**src/rtl/dgsa_pkg.sv**
```systemverilog
package dgsa_pkg;
  typedef enum logic [1:0] {
    CLS_SINGLE = 2'd0,
    CLS_DOUBLE = 2'd1,
    CLS_QUAD   = 2'd2,
    CLS_QUAD_B = 2'd3
  } cost_cls_e;

  function automatic logic [2:0] class_cost(cost_cls_e c, logic rec_form);
    logic [2:0] r;
    case (c)
      CLS_SINGLE: r = rec_form ? 3'd2 : 3'd1;
      CLS_DOUBLE: r = 3'd2;
      default:    r = 3'd4;
    endcase
    return r;
  endfunction
endpackage

```
**src/rtl/dgsa_cost.sv**
```systemverilog
module dgsa_cost
  import dgsa_pkg::*;
(
  input  logic [1:0] cls,
  input  logic       rec_form,
  input  logic       force_lead,
  output logic [2:0] cost,
  output logic       lead
);
  always_comb begin
    cost = class_cost(cost_cls_e'(cls), rec_form);
    // multi-slot instructions always lead their group
    lead = (cost > 3'd1) || force_lead;
  end
endmodule

```
**src/rtl/dgsa_pad.sv**
```systemverilog
module dgsa_pad #(
  parameter int SLOT_W      = 4,
  parameter int GROUP_SLOTS = 5,
  parameter int PAD_W       = 3
) (
  input  logic              hazard,
  input  logic              term_mode,
  input  logic [SLOT_W-1:0] slots,
  output logic [PAD_W-1:0]  nops
);
  localparam logic [SLOT_W-1:0] PAD_LIMIT = SLOT_W'(GROUP_SLOTS + 1);
  localparam logic [SLOT_W-1:0] FILL_TO   = SLOT_W'(GROUP_SLOTS);

  logic [SLOT_W-1:0] gap;

  always_comb begin
    gap  = FILL_TO - slots;
    nops = '0;
    if (hazard && (slots < PAD_LIMIT)) begin
      if (term_mode) nops = PAD_W'(1);
      else           nops = gap[PAD_W-1:0];
    end
  end
endmodule

```
**src/rtl/dgsa_track.sv**
```systemverilog
module dgsa_track #(
  parameter int SLOT_W      = 4,
  parameter int GROUP_SLOTS = 5
) (
  input  logic              clk,
  input  logic              rst_n,
  input  logic              issue_valid,
  input  logic [2:0]        cost,
  input  logic              lead,
  input  logic              is_branch,
  input  logic              noop_valid,
  input  logic              term_mode,
  output logic [SLOT_W-1:0] slots_q,
  output logic              br_q,
  output logic              opened_q
);
  localparam int                SLOT_MAX  = (1 << SLOT_W) - 1;
  localparam logic [SLOT_W:0]   SUM_MAX   = (SLOT_W+1)'(SLOT_MAX);
  localparam logic [SLOT_W-1:0] SAT_VAL   = SLOT_W'(SLOT_MAX);
  localparam logic [SLOT_W-1:0] FULL      = SLOT_W'(GROUP_SLOTS);
  localparam logic [SLOT_W-1:0] NOP_CLOSE = SLOT_W'(GROUP_SLOTS + 1);

  logic              full_clr, lead_clr, base_br;
  logic [SLOT_W-1:0] base, added, slots_d, noop_inc;
  logic [SLOT_W:0]   sum;
  logic              br_d, opened_d;

  always_comb begin
    full_clr = (slots_q == FULL) || (is_branch && br_q);
    lead_clr = lead && (slots_q != '0);
    base     = lead_clr ? '0 : slots_q;
    base_br  = lead_clr ? 1'b0 : br_q;
    sum      = {1'b0, base} + (SLOT_W+1)'(cost);
    added    = (sum > SUM_MAX) ? SAT_VAL : sum[SLOT_W-1:0];
    noop_inc = (slots_q == SAT_VAL) ? slots_q : slots_q + 1'b1;

    slots_d  = slots_q;
    br_d     = br_q;
    opened_d = 1'b0;
    if (issue_valid) begin
      if (full_clr) begin
        slots_d = '0;
        br_d    = 1'b0;
      end else begin
        slots_d  = added;
        br_d     = base_br | is_branch;
        opened_d = (base == '0);
      end
    end else if (noop_valid) begin
      if (term_mode || (slots_q == NOP_CLOSE)) begin
        slots_d = '0;
        br_d    = 1'b0;
      end else begin
        slots_d = noop_inc;
      end
    end
  end

  always_ff @(posedge clk) begin
    if (!rst_n) begin
      slots_q  <= '0;
      br_q     <= 1'b0;
      opened_q <= 1'b0;
    end else begin
      slots_q  <= slots_d;
      br_q     <= br_d;
      opened_q <= opened_d;
    end
  end
endmodule

```
**src/rtl/dgsa_slot_acct.sv**
```systemverilog
module dgsa_slot_acct #(
  parameter int SLOT_W      = 4,
  parameter int GROUP_SLOTS = 5,
  parameter int PAD_W       = $clog2(GROUP_SLOTS + 1)
) (
  input  logic              clk,
  input  logic              rst_n,
  input  logic              issue_valid,
  input  logic [1:0]        cost_class,
  input  logic              has_record_form,
  input  logic              force_lead,
  input  logic              is_branch,
  input  logic              lds_hazard,
  input  logic              noop_valid,
  input  logic              term_nop_mode,
  output logic [SLOT_W-1:0] slots_used,
  output logic              branch_in_group,
  output logic              opened_group,
  output logic              prefer_other,
  output logic [PAD_W-1:0]  nops_needed
);
  logic [2:0]       cost;
  logic             lead;
  logic [PAD_W-1:0] nops_d;

  dgsa_cost u_cost (
    .cls        (cost_class),
    .rec_form   (has_record_form),
    .force_lead (force_lead),
    .cost       (cost),
    .lead       (lead)
  );

  dgsa_pad #(.SLOT_W(SLOT_W), .GROUP_SLOTS(GROUP_SLOTS), .PAD_W(PAD_W)) u_pad (
    .hazard    (issue_valid && lds_hazard),
    .term_mode (term_nop_mode),
    .slots     (slots_used),
    .nops      (nops_d)
  );

  dgsa_track #(.SLOT_W(SLOT_W), .GROUP_SLOTS(GROUP_SLOTS)) u_track (
    .clk         (clk),
    .rst_n       (rst_n),
    .issue_valid (issue_valid),
    .cost        (cost),
    .lead        (lead),
    .is_branch   (is_branch),
    .noop_valid  (noop_valid),
    .term_mode   (term_nop_mode),
    .slots_q     (slots_used),
    .br_q        (branch_in_group),
    .opened_q    (opened_group)
  );

  always_ff @(posedge clk) begin
    if (!rst_n) begin
      prefer_other <= 1'b0;
      nops_needed  <= '0;
    end else begin
      prefer_other <= issue_valid && lead && (slots_used != '0);
      nops_needed  <= nops_d;
    end
  end
endmodule

```
**config.mk**
```make
export PLATFORM = sky130hd
export DESIGN_NAME = dgsa_slot_acct
export DESIGN_NICKNAME = d
export VERILOG_FILES = /design/src/rtl/dgsa_pkg.sv /design/src/rtl/dgsa_cost.sv /design/src/rtl/dgsa_pad.sv /design/src/rtl/dgsa_track.sv /design/src/rtl/dgsa_slot_acct.sv
export SDC_FILE = /design/constraint.sdc
export NUM_CORES = 1
export LEC_CHECK = 0
export BUFFER_PORTS_ARGS = -buffer_cell sky130_fd_sc_hd__clkbuf_2
export CAP_MARGIN = 20
export CORE_MARGIN = 5
export CORE_UTILIZATION = 35
export DETAILED_ROUTE_END_ITERATION = 16
export PLACE_DENSITY_LB_ADDON = 0.15
export SYNTH_ARGS = -nofsm -noshare
export SYNTH_HDL_FRONTEND = slang
export SYNTH_SLANG_ARGS = --single-unit
```
**constraint.sdc**
```tcl
create_clock -name clk -period 4.6 [get_ports clk]
set_input_delay 0.23 -clock clk [delete_from_list [all_inputs] [get_ports clk]]
set_output_delay 0.23 -clock clk [all_outputs]
set_load 0.01 [all_outputs]
```
Word-level counts from Yosys, hierarchy flattened --
Index checks and enable logic that the tools add are counted.
Operators by class: add/subtract/negate cells 3, bitwise operators 4, reduce and logical (&&, ||, !) cells 19, multiplexer cells 15, order comparisons 3, equality and inequality tests 5
Operator list (number):
- $mux 4 | 7
- $eq 4x3->1 const B | 2
- $logic_and 1x1->1 | 6
- $mux 1 | 6
- $pmux 3 s2 | 1
- $reduce_and 2->1 | 3
- $reduce_or 3->1 | 2
- $add 4x3->5 | 1
- $gt 5x4->1 const B | 1
- $add 4x1->4 const B | 1
- $eq 4x4->1 const B | 1
- $logic_not 4->1 | 1
- $lt 4x3->1 const B | 1
- $reduce_bool 2->1 | 2
- $reduce_bool 4->1 | 1
- $gt 3x1->1 const B | 1
- $logic_or 1x1->1 | 3
- $ne 3x3->1 const B | 1
- $not 1->1 | 3
- $sub 3x3->3 const A | 1
- $eq 2x1->1 const B | 1
- $logic_not 2->1 | 1
- $mux 2 | 1
- $or 1x1->1 | 1
Word-level totals: logic and storage cells 55, output and inout port bits 10, register bits after elaboration 10

Depth between registers and ports, before layout --
word-level depth 11, gate-level depth with buffers 10

Modules after synthesis --
A second synthesis with hierarchy kept.
Unflattened totals: cells, all modules 85, area total of the unflattened synthesis 755.7 um^2
Modules (own cells, without submodules):
- dgsa_track | area an instance 549.3 um^2, cells each 65, instances 1
- dgsa_slot_acct | area an instance 126.4 um^2, cells each 11, instances 1
- dgsa_pad | area an instance 53.8 um^2, cells each 5, instances 1
- dgsa_cost | area an instance 26.3 um^2, cells each 4, instances 1

Least setup slack after synthesis --
Ideal clock, no wire load.
path kind register -> register, start register u_track.slots_q[0], end register u_track.slots_q[3], slack 2.067 ns, cell stages (with the launch flop) 10, data arrival time 2.403 ns, path buffers 0, setup time 0.130 ns, cells stage by stage dfxtp_1 > inv_1 > ha_1 > a21oi_1 > nor2_1 > ha_1 > fa_1 > o311a_2 > o31ai_1 > a31oi_1
Between the ends: longest elaborated chain between the ends 8
Ends and longest elaborated chain:
- start: declaration | RTL line dgsa_track.sv:13 | output logic [SLOT_W-1:0] slots_q,
- start signal: assignment | RTL line dgsa_track.sv:65 | slots_q <= slots_d;
- $reduce_bool 4->1 | RTL line dgsa_track.sv:30 | lead_clr = lead && (slots_q != '0);
- $logic_and 1x1->1 | RTL line dgsa_track.sv:30
- $mux 4 | RTL line dgsa_track.sv:31 | base = lead_clr ? '0 : slots_q;
- $add 4x3->5 | RTL line dgsa_track.sv:33 | sum = {1'b0, base} + (SLOT_W+1)'(cost);
- $gt 5x4->1 | RTL line dgsa_track.sv:34 | added = (sum > SUM_MAX) ? SAT_VAL : sum[SLOT_W-1:0];
- $mux 4 | RTL line dgsa_track.sv:34
- $mux 4 | RTL line dgsa_track.sv:41 | if (full_clr) begin
- $mux 4 | RTL line dgsa_track.sv:40 | if (issue_valid) begin
Several ways; a longest one is shown, not always the timed one. The select of a mux whose other input is x is not followed. A chain may end at the register's enable or synchronous reset.

Final worst setup path --
Ends and elaborated chain as after synthesis.

==> impl_metrics.toml <==
[routing]
drt_pass1_iterations = 6
drc = 0
vias = 710
drt_iter0_markers = 7
routedWlPerCell_microns = 13.9
wl_microns = 1820
viasPerCell = 5.42
ant_nets = 0

[die]
die_width_microns = 55.5
fp.dieH_microns = 55.5
start_util_pct = 36.9
die_area_sq_mm = 0.00308
ioPinCount = 21
rows = 16
design.core.area_sq_mm = 0.00196

[clocking]
cts_buffer_depth = 2
clkLatencyLatePin_ns = 0.27
post_cts_resized = 0
cts-buffers-inserted = 3
h-tree-depth = 1
clkSlewWorstSetupHoldPaths_ns = 0.07
clock-root-buffer = "clkbuf_4"
post_cts_buffers = 0
clock_sinks = 10
postCtsHoldBufs = 0
cts_tree = "built"

[sta]
clock_skew_ns = 0.00314
relSlewSlack_pct = 67.5
setup-tns-final_ns = 0
max_clock_freq_mhz = 360
period_share_pct = 60.4
period_minus_slack_ns = 2.78
finalSetupViolations = 0
tightest_slew_ns = 0.486
hold_viol = 0
slew_violations = 0
rsz0062_at_grt = "false"

[logic_synthesis]
synth_edf_count = 0
yosysMostFrequentCell = "dfxtp_1"
syn_avg_cell_area_sq_um = 8.61
syn-num-nets = 103
yosysTopAreaCell = "dfxtp_1"
syn-instance-count = 84
ys_seq_elements = 10
synth.distinct_cells = 34
yosys-top-cells-count = "10 x dfxtp_1, 7 x ha_1, 6 x a21oi_1, 6 x nor2_1, 6 x nor3_1"
yosys_warnings = 0
synthArstFlopShare_pct = 0
syn-cell-area_sq_um = 723
synthFlopType = "dfxtp_1"
synth.area.top_cells = "dfxtp_1 28%, ha_1 12%, a21oi_1 4.2%, nor3_1 4.2%, a21o_1 4.2%"
yosysSeqAreaShare_pct = 27.7
synth.top_cell.area_share_pct = 27.7

[critical_path]
path_class = "flip-flop to flip-flop"
worstReg2RegEnd = "u_track.slots_q[3]"
startpoint_type = "flip-flop"
crit_path_end_kind = "flip-flop"
r2r_slack_ns = 1.82
worstPathRequired_ns = 4.75
cp_max_fo = 9
r2r_cells = 9
reg2reg_from = "u_track.slots_q[0]"
arrival_ns = 2.93

[global_route]
grt_pass1_vias = 709
grt_pass1_wl_microns = 3110
antenna_found_initial = 0
overflow = 0
grt_max_degree = 15
track_usage_pct = 12.7

[worst_hold_path]
hold_depth = 3
hp-start = "is_branch"
holdPathEnd = "u_track.br_q"
hold_class = "input pin to flip-flop"

[placed_design]
numPortBuffers = 20
gp_congestion = 0.795
place_hpwl_microns = 1370

[power]
power_density_mw_per_mm2 = 271
ir_drop_mv = 0.131
total_power_mw = 0.235
p_leak_nw = 0.401

[final_layout]
area_delta_synth_final_pct = 19.9
drive_above_1_share_pct = 26.9
n_antenna_cell = 0
nets = 124

[outcome]
outcome = "finished clean"

[run]
drv_cap = 0
[where the power goes]
group / leakage, nW / internal, mW / switching (mW)
Combinational: 0.298 / 0.0233 / 0.0300
Clock: 0.0210 / 0.0482 / 0.0340
Sequential: 0.0820 / 0.0918 / 0.00784
Total: 0.401 / 0.163 / 0.0719
[state kept, by name, summed over array words and instances, names as in the netlist]
name	cells
u_track.slots_q	4
prefer_other	1
u_track.opened_q	1
u_track.br_q	1
nops_needed	3
[placed cells by master (no fill, tap or decap), types with 2 or more instances in the layout]
cell	Yosys	routed
nor2_1	6	6
o31ai_1	2	2
ha_1	7	7
nor3_1	6	6
dfxtp_1	10	10
clkbuf_2	0	20
inv_1	5	5
o21ai_0	3	3
nand4b_1	3	3
nand3_1	2	2
a21oi_1	6	6
a31oi_1	4	4
clkbuf_4	0	3
a21o_1	4	4
nand2_1	4	4
and3_1	2	2
[metrics by stage]
step                      util [%]  hold WS, ns  worst slack, ns  cells  area [sq um]
after detailed placement      42.3        0.502             1.84    127           831
after CTS                     44.2        0.214             1.84    131           867
final                         44.2        0.213             1.82    131           867
after global placement        42.3        0.460             1.99    127           831
after floorplan                  -        0.307             2.07     84           723
after global routing          44.2        0.241             1.64    131           867
[worst max-delay path: stages, from the launching register on]
cell and delay (ns):
dfxtp_1 0.50, inv_1 0.13, ha_1 0.21, a21oi_1 0.32
nor2_1 0.08, ha_1 0.22, fa_1 0.42, o311a_2 0.41
o31ai_1 0.25, a31oi_1 0.10
[final cells by class]
type / count / area [sq um]
timing repair buffer: 20 / 100
inverter: 5 / 18.8
multi-input combinational: 65 / 478
sequential: 10 / 200
fill: 220 / 1090
tap: 27 / 33.8
clock buffer: 4 / 36.3
[metal layers]
layer  global-route usage (%)  part of all wire (%)  vias to the layer above
met1                     14.2                    43                      319
met2                     20.1                    46                       24
met4                     7.64                   3.8                        0
met5                        0                     0                        -
li1                         -                     -                      358
met3                     5.13                   6.9                        9
[how the worst max path moves through the flow]
stage,startpoint,endpoint,slack (ns),cells after the start
after global placement,u_track.slots_q[1],u_track.slots_q[3],1.99,9
after detailed placement,u_track.slots_q[0],u_track.slots_q[3],1.84,9
final,u_track.slots_q[0],u_track.slots_q[3],1.82,9
after global routing,u_track.slots_q[0],u_track.slots_q[3],1.64,9
after CTS,u_track.slots_q[0],u_track.slots_q[3],1.84,9
after floorplan,u_track.slots_q[0],u_track.slots_q[3],2.07,9
[cells by family after synthesis]
| logic type | synth area share [%] |
|---|---|
| simple gates | 23.9 |
| flops | 27.7 |
| compound gates | 26.1 |
| buf+inv | 6.23 |
| fa+ha+maj | 14.9 |
| xor+xnor | 1.21 |
Power figures use the tool's default switching activity.
